**config.mk**
```make
export PLATFORM = sky130hd
export DESIGN_NAME = dmah_ctrl
export DESIGN_NICKNAME = d
export VERILOG_FILES = /design/src/rtl/dmah_pkg.sv /design/src/rtl/dmah_pick.sv /design/src/rtl/dmah_beat_ctr.sv /design/src/rtl/dmah_ctrl.sv
export SDC_FILE = /design/constraint.sdc
export NUM_CORES = 1
export LEC_CHECK = 0
export ABC_AREA = 1
export ABC_CLOCK_PERIOD_IN_PS = 1600
export BUFFER_PORTS_ARGS = -buffer_cell sky130_fd_sc_hd__buf_2
export CAP_MARGIN = 0
export CORE_MARGIN = 2
export CORE_UTILIZATION = 32
export CTS_CLUSTER_DIAMETER = 120
export DETAILED_ROUTE_END_ITERATION = 16
export PLACE_DENSITY_LB_ADDON = 0.05
export SLEW_MARGIN = 20
export SYNTH_ARGS = -nofsm -noshare
export SYNTH_HDL_FRONTEND = slang
export SYNTH_HIERARCHICAL = 1
export SYNTH_SLANG_ARGS = --single-unit
export TNS_END_PERCENT = 5
```
**constraint.sdc**
```tcl
create_clock -name clk -period 1.6 [get_ports clk]
set_input_delay 0.16 -clock clk [delete_from_list [all_inputs] [get_ports clk]]
set_output_delay 0.16 -clock clk [all_outputs]
set_load 0.02 [all_outputs]
```
**src/rtl/dmah_pkg.sv**
```systemverilog
package dmah_pkg;
    localparam int NUM_CH  = 4;
    localparam int CH_W    = 2;

    typedef enum logic [1:0] {
        ST_IDLE     = 2'd0,
        ST_GRANT    = 2'd1,
        ST_RX_BURST = 2'd2,
        ST_TX_BURST = 2'd3
    } dmah_state_e;
endpackage

```
**src/rtl/dmah_pick.sv**
```systemverilog
// Round-robin choice among eligible channels: direction first, then channel.
module dmah_pick
    import dmah_pkg::*;
(
    input  logic [NUM_CH-1:0] pend,
    input  logic              last_dir,   // 0 = receive served last, 1 = transmit
    input  logic              last_rx,    // channel bit last served in receive pair
    input  logic              last_tx,    // channel bit last served in transmit pair
    output logic              any,
    output logic [CH_W-1:0]   ch
);
    localparam int NUM_DIR = NUM_CH / 2;

    logic [NUM_DIR-1:0] dir_any;
    logic [NUM_DIR-1:0] dir_sel;
    logic [NUM_DIR-1:0] last_in;
    logic               dir;

    assign last_in = {last_tx, last_rx};

    for (genvar g = 0; g < NUM_DIR; g++) begin : g_dir
        logic [1:0] pair;
        assign pair       = pend[2*g +: 2];
        assign dir_any[g] = |pair;
        // both pending: alternate; otherwise take the only one pending
        assign dir_sel[g] = (pair == 2'b11) ? ~last_in[g] : pair[1];
    end

    always_comb begin
        any = |dir_any;
        if (dir_any[0] && dir_any[1]) begin
            dir = ~last_dir;
        end else begin
            dir = dir_any[1];
        end
        ch = {dir, dir_sel[dir]};
    end
endmodule

```
**src/rtl/dmah_beat_ctr.sv**
```systemverilog
// Counts words of a block; flags the last one.
module dmah_beat_ctr #(
    parameter int BLOCK_WORDS = 512
) (
    input  logic clk,
    input  logic rst,
    input  logic run,
    output logic last
);
    localparam int CW = (BLOCK_WORDS > 1) ? $clog2(BLOCK_WORDS) : 1;
    localparam logic [CW-1:0] LAST_IDX = CW'(BLOCK_WORDS - 1);

    logic [CW-1:0] cnt;

    always_ff @(posedge clk) begin
        if (rst || !run) begin
            cnt <= '0;
        end else begin
            cnt <= cnt + 1'b1;
        end
    end

    assign last = run && (cnt == LAST_IDX);
endmodule

```
**src/rtl/dmah_ctrl.sv**
```systemverilog
// Device-side controller: grants one of four DMA requests and moves one block.
module dmah_ctrl
    import dmah_pkg::*;
#(
    parameter int DATA_W      = 32,
    parameter int BLOCK_WORDS = 512
) (
    input  logic              clk,
    input  logic              sys_rst,
    input  logic [3:0]        req_n,
    input  logic              rx_enable,
    input  logic              tx_enable,
    output logic [3:0]        ack,
    input  logic [DATA_W-1:0] bus_in,
    output logic [DATA_W-1:0] bus_out,
    output logic              bus_oe,
    input  logic [DATA_W-1:0] rxf_data,
    input  logic              rxf_valid,
    output logic              rxf_ready,
    output logic [DATA_W-1:0] txf_data,
    output logic              txf_valid,
    output logic              underrun
);
    dmah_state_e       state, state_d;
    logic [CH_W-1:0]   ch_q;
    logic              last_dir, last_rx, last_tx;
    logic [NUM_CH-1:0] pend;
    logic              pick_any;
    logic [CH_W-1:0]   pick_ch;
    logic              in_burst;
    logic              beat_last;

    // requests are active low; each direction is gated by its enable
    assign pend = ~req_n & {{2{tx_enable}}, {2{rx_enable}}};

    dmah_pick u_pick (
        .pend     (pend),
        .last_dir (last_dir),
        .last_rx  (last_rx),
        .last_tx  (last_tx),
        .any      (pick_any),
        .ch       (pick_ch)
    );

    assign in_burst = (state == ST_RX_BURST) || (state == ST_TX_BURST);

    dmah_beat_ctr #(.BLOCK_WORDS(BLOCK_WORDS)) u_beat (
        .clk  (clk),
        .rst  (sys_rst),
        .run  (in_burst),
        .last (beat_last)
    );

    // next state
    always_comb begin
        state_d = state;
        unique case (state)
            ST_IDLE:     if (pick_any) state_d = ST_GRANT;
            ST_GRANT:    state_d = ch_q[1] ? ST_TX_BURST : ST_RX_BURST;
            ST_RX_BURST: if (beat_last) state_d = ST_IDLE;
            ST_TX_BURST: if (beat_last) state_d = ST_IDLE;
            default:     state_d = ST_IDLE;
        endcase
    end

    // state register and arbitration history
    always_ff @(posedge clk) begin
        if (sys_rst) begin
            state    <= ST_IDLE;
            ch_q     <= '0;
            last_dir <= 1'b1;
            last_rx  <= 1'b1;
            last_tx  <= 1'b1;
            underrun <= 1'b0;
        end else begin
            state <= state_d;
            if (state == ST_IDLE && pick_any) begin
                ch_q     <= pick_ch;
                last_dir <= pick_ch[1];
                if (pick_ch[1]) begin
                    last_tx <= pick_ch[0];
                end else begin
                    last_rx <= pick_ch[0];
                end
            end
            if (state == ST_RX_BURST && !rxf_valid) begin
                underrun <= 1'b1;
            end
        end
    end

    // outputs
    always_comb begin
        ack       = '0;
        bus_oe    = 1'b0;
        bus_out   = '0;
        rxf_ready = 1'b0;
        txf_valid = 1'b0;
        unique case (state)
            ST_IDLE:     ;
            ST_GRANT:    ack[ch_q] = 1'b1;
            ST_RX_BURST: begin
                bus_oe    = 1'b1;
                rxf_ready = 1'b1;
                bus_out   = rxf_valid ? rxf_data : '0;
            end
            ST_TX_BURST: txf_valid = 1'b1;
            default:     ;
        endcase
    end

    assign txf_data = bus_in;
endmodule

```
-- Yosys cells after proc, flatten, opt, wreduce, memory -nomap -nowiden
Index checks and enable logic that the tools add are counted.
- logic and storage cells: 58
- flip-flop bits (word level): 17
- bitwise logic cells: 6
- order comparisons: 3
- multiplexer cells: 16
- eq/ne operators: 8
- reductions and logical operators: 17
- add/subtract/negate cells: 1
- operators with widths (kind ; count):
    32-bit 2-to-1 mux ; 2
    9-bit by 1-bit adder with 9-bit output, second input constant ; 1
    9-bit equality test, second input constant ; 1
    1-bit 2-to-1 mux ; 9
    2-bit equality test, second input constant ; 4
    2-bit one-hot mux with 3 select lines ; 1
    2-bit AND reduction ; 3
    2-bit OR reduction ; 3
    1-bit logical AND ; 5
    4-bit bitwise AND ; 1
    2-bit 2-to-1 mux ; 2
    4-bit 2-to-1 mux ; 1
    1-bit inverter ; 4
    4-bit inverter ; 1
    4-bit OR reduction ; 1
    2-bit by 3-bit less-than comparator with 1-bit output, second input constant ; 1
    1-bit demux with 2-bit select ; 1
    2-bit by 1-bit equality test with 1-bit output, second input constant ; 1
    2-bit by 1-bit >= comparator with 1-bit output, second input constant ; 1
    1-bit zero test ; 2
    2-bit zero test ; 1
    1-bit logical OR ; 2
    1-bit by 2-bit less-than comparator with 1-bit output, second input constant ; 1
    2-bit by 1-bit != test with 1-bit output, second input constant ; 1
    2-bit != test, second input constant ; 1

-- Logic depth before layout (Yosys ltp)
- depth after elaboration: 7
- depth in mapped cells: 13
- mapped depth without buffers: 13

-- Hierarchy
Netlist, hierarchy kept.
- modules (own cells, without submodules) (module ; area an instance (um^2) ; cells an instance ; instances):
    dmah_ctrl ; 919.6 ; 163 ; 1
    dmah_beat_ctr ; 401.6 ; 54 ; 1
    dmah_pick ; 68.8 ; 13 ; 1

-- Worst setup path after synthesis
Ideal clock, no wire load.
- path kind: reg-to-reg
- start: register u_beat.cnt[0]
- end: register state[0]
- path slack: 0.107 ns
- setup time: 0.117 ns
- path buffers: 0
- arrival time: 1.376 ns
- clock period less this slack: 1.493 ns
- cell stages (with the launch flop): 14
- data required time: 1.483 ns
- path through: dfxtp_1 -> ha_1 -> nand3_2 -> nor2_2 -> nand2_1 -> nor2_1 -> ha_1 -> nand2_1 -> inv_1 -> inv_1 -> nand2_1 -> nand2_1 -> nor2_1 -> nor2_1
- cells in the longest elaborated chain, start to end: 4
- ends and longest elaborated chain (item ; line ; source):
    from (decl) ; dmah_beat_ctr.sv:13 ; logic [CW-1:0] cnt;
    from (signal assigned) ; dmah_beat_ctr.sv:19 ; cnt <= cnt + 1'b1;
    9-bit equality test ; dmah_beat_ctr.sv:23 ; assign last = run && (cnt == LAST_IDX);
    1-bit logical AND ; dmah_beat_ctr.sv:23 ;
    named net beat_last ; dmah_ctrl.sv:31 ; logic beat_last;
    2-bit by 1-bit != test with 1-bit output (no line) ; - ;
    2-bit AND reduction (no line) ; - ;
    to (signal assigned) ; dmah_ctrl.sv:76 ; state <= state_d;
    to (decl) ; dmah_ctrl.sv:24 ; dmah_state_e state, state_d;
The timed path passes the listed nets, and every way through them passes these cells.
A chain may end at the register's enable or synchronous reset.

-- Final worst setup path
- start: register u_beat.cnt[1]
- end: register state[0]
Same word-level chain as after synthesis.

==> impl_metrics.env <==
export IMPL_post_place_ws_ps=51.43
export IMPL_wl_met1_mm=1.215
export IMPL_tightest_slew_ps=294.8
export IMPL_finalClockSkew_ps=1.339
export IMPL_setup_ws_ps=72.83
export IMPL_cap_violations=0
export IMPL_rsz0062_at_grt="true"
export IMPL_highest_layer="met4"
export IMPL_path_buf_inv=2
export IMPL_cp_depth=13
export IMPL_start_util=0.3402
export IMPL_synth_area_um2=1390
export IMPL_max_slew_margin=0.8027
export IMPL_clk_latency_ps=250
export IMPL_cts_tree="yes"
export IMPL_hold_viol=0
export IMPL_hold_slack_ps=129.6
export IMPL_die_area_um2=4887
export IMPL_syn_nets=305
export IMPL_dp_hpwl_mm=2.511
export IMPL_ys_seq_elements=17
export IMPL_synth_edf_count=0
export IMPL_max_freq_ghz=0.6548
export IMPL_dr_first_iter_drc_count=17
export IMPL_ant_nets=0
export IMPL_grt_pass1_vias=1150
export IMPL_finalCritPeriodShare=0.9545
export IMPL_drc=0
export IMPL_synth_commonest_cells="nor2_1, inv_1, buf_4"
export IMPL_rows=23
export IMPL_synth_most_common_cell="nor2_1"
export IMPL_yosysUniqueCellTypes=21
export IMPL_path_cells="ha_4 > nand3_4 > nor2_2 > nand2_1 > nor2_2 > ha_2 > nand2_1 > inv_1 > inv_1 > nand2_2 > nand2_1 > nor2_1 > nor2_1"
export IMPL_synth_top_area_share=0.2448
export IMPL_finalSetupViolations=0
export IMPL_synth_largest_area_cell="dfxtp_1"
export IMPL_root_buffer="clkbuf_8"
export IMPL_path_clk_slew_ps=70
export IMPL_drv_slew=0
export IMPL_cts_hold_buf=0
export IMPL_path_class="reg -> reg"
export IMPL_vias=1339
export IMPL_cp_end_kind="flop"
export IMPL_die_h_um=69.91
export IMPL_cp_max_fo=3
export IMPL_synth_flop_cell="dfxtp_1"
export IMPL_worstPathRequired_ps=1750
export IMPL_yosysWarnings=6
export IMPL_wl_met3_um=373
export IMPL_n_antenna_cell=0
export IMPL_vdd_drop_max_mv=0.3778
export IMPL_yosysSeqAreaShare=0.2448
export IMPL_crit_path_start_kind="flop"
export IMPL_firstDrtPassIters=4
export IMPL_place_congestion=0.7538
export IMPL_path_delay_family="simple AND/OR/NAND/NOR gates"
export IMPL_holdCritPathClass="in -> reg"
export IMPL_dr_wl_met2_mm=1.460
export IMPL_clk_path_buf_depth=2
export IMPL_worst_path_largest_cell_delay_ps=350
export IMPL_finalNetCount=357
export IMPL_htreeDepth=1
export IMPL_synth_area_top_cells="dfxtp_1, buf_4, nor2_1"
export IMPL_crit_slowest_cell="dfxtp_2"
export IMPL_synth_cells=230
export IMPL_cellPowerDensity_nw_per_um2=778.8
export IMPL_power_leakage_uw=0.001046
export IMPL_grt_remaining_overflow=0
export IMPL_antenna_found_initial=0
export IMPL_grt_use_total=0.1211
export IMPL_avgSynthCellArea_um2=6.044
export IMPL_cp_arrival_ps=1680
export IMPL_grt_pass1_wl_mm=4.940
export IMPL_status="finished, final reports clean"
export IMPL_min_period_ps=1527
export IMPL_crit_top_cell="nand2_1"
export IMPL_numClockSinks=17
export IMPL_detail_route_vias_per_cell=4.045
export IMPL_io_pins=145
export IMPL_utilization=0.4179
export IMPL_core_um2=4086
export IMPL_io_buffers=80
export IMPL_wirelength_mm=3.102
export IMPL_ys_async_sr_fraction=0
export IMPL_r2r_cells=13
export IMPL_worstHoldPathCells=2
export IMPL_nFillCells=462
export IMPL_cts_made_buffers=3
export IMPL_syn2layout_area_growth_pct=22.86
export IMPL_wl_per_cell_um=9.372
export IMPL_drive_above_1_share=0.3808
export IMPL_grt_max_degree=33
export IMPL_die_w_um=69.91
cells by family (layout without fill, tap and decap cells):
kind of cell,after synthesis,in the layout,synth area share
buffers and inverters,93,144,0.3591
flip-flops,17,17,0.2448
AND/OR/NAND/NOR,107,107,0.3285
adder cells (fa/ha/maj),2,2,0.01800
AO/OA/AOI/OAI,10,10,0.04320
XOR/XNOR,1,1,0.006302
layout by cell type (no fill, tap or decap), types with 2 or more instances in the layout:
cell type,Yosys,final
clkbuf_8,0,3
nor2_1,59,58
inv_1,54,54
nand2_2,1,2
nor2_2,3,4
a21oi_1,5,5
nor3_1,2,2
nand4_1,2,2
dfxtp_2,0,2
nand2_1,28,27
buf_2,0,73
buf_4,34,11
o21ai_0,3,3
nand3_1,8,8
nor2_4,2,2
dfxtp_1,17,14
layer usage:
layer	up-vias	GRT usage
met5	-	0
met4	0	0.05342
met3	5	0.04906
met2	71	0.2074
met1	532	0.1306
li1	731	-
what timing repair did:
item	in CTS	in global routing
pin swaps	0	3
gates resized for setup	1	16
setup buffers	0	1
endpoints found under the setup margin	13	23
state kept, by name, summed over array words and instances, names as in the netlist:
| name | count |
|---|---|
| u_beat/cnt | 9 |
| ch_q | 2 |
| state | 2 |
| last_dir | 1 |
| last_rx | 1 |
| last_tx | 1 |
| underrun | 1 |
where the power goes:
group / switching [uW] / internal [uW] / total (uW)
Combinational: 306 / 185 / 490
Clock: 151 / 173 / 324
Sequential: 46.2 / 470 / 516
Total: 503 / 827 / 1330
stage by stage:
stage                     area (um^2)  cells  power (uW)  setup TNS [ps]
after detailed placement         1603    326        1009               0
after CTS                        1650    330        1339               0
final                            1708    331        1330               0
after floorplan                  1390    230       975.3               0
after global placement           1603    326        1012               0
after global routing             1708    331        1429          -23.83
worst paths after layout:
kind / start / endpoint / slack, ps
min: sys_rst / state[1] / 130
max: u_beat/cnt[1] / state[0] / 70
max reg2reg: u_beat/cnt[1] / state[0] / 70
min reg2reg: underrun / underrun / 450
layout make-up:
class	instances	area [um^2]	share of cell area
multi-input cells	120	578.1	0.3385
inverters	55	206.4	0.1209
flip-flops and latches	17	346.6	0.2029
well taps	50	62.56	0.03663
clock buffers	3	41.29	0.02418
clock inverters	1	5.005	0.002930
repair buffers	85	467.9	0.2740
No activity file was read; power rests on OpenSTA's default activity.
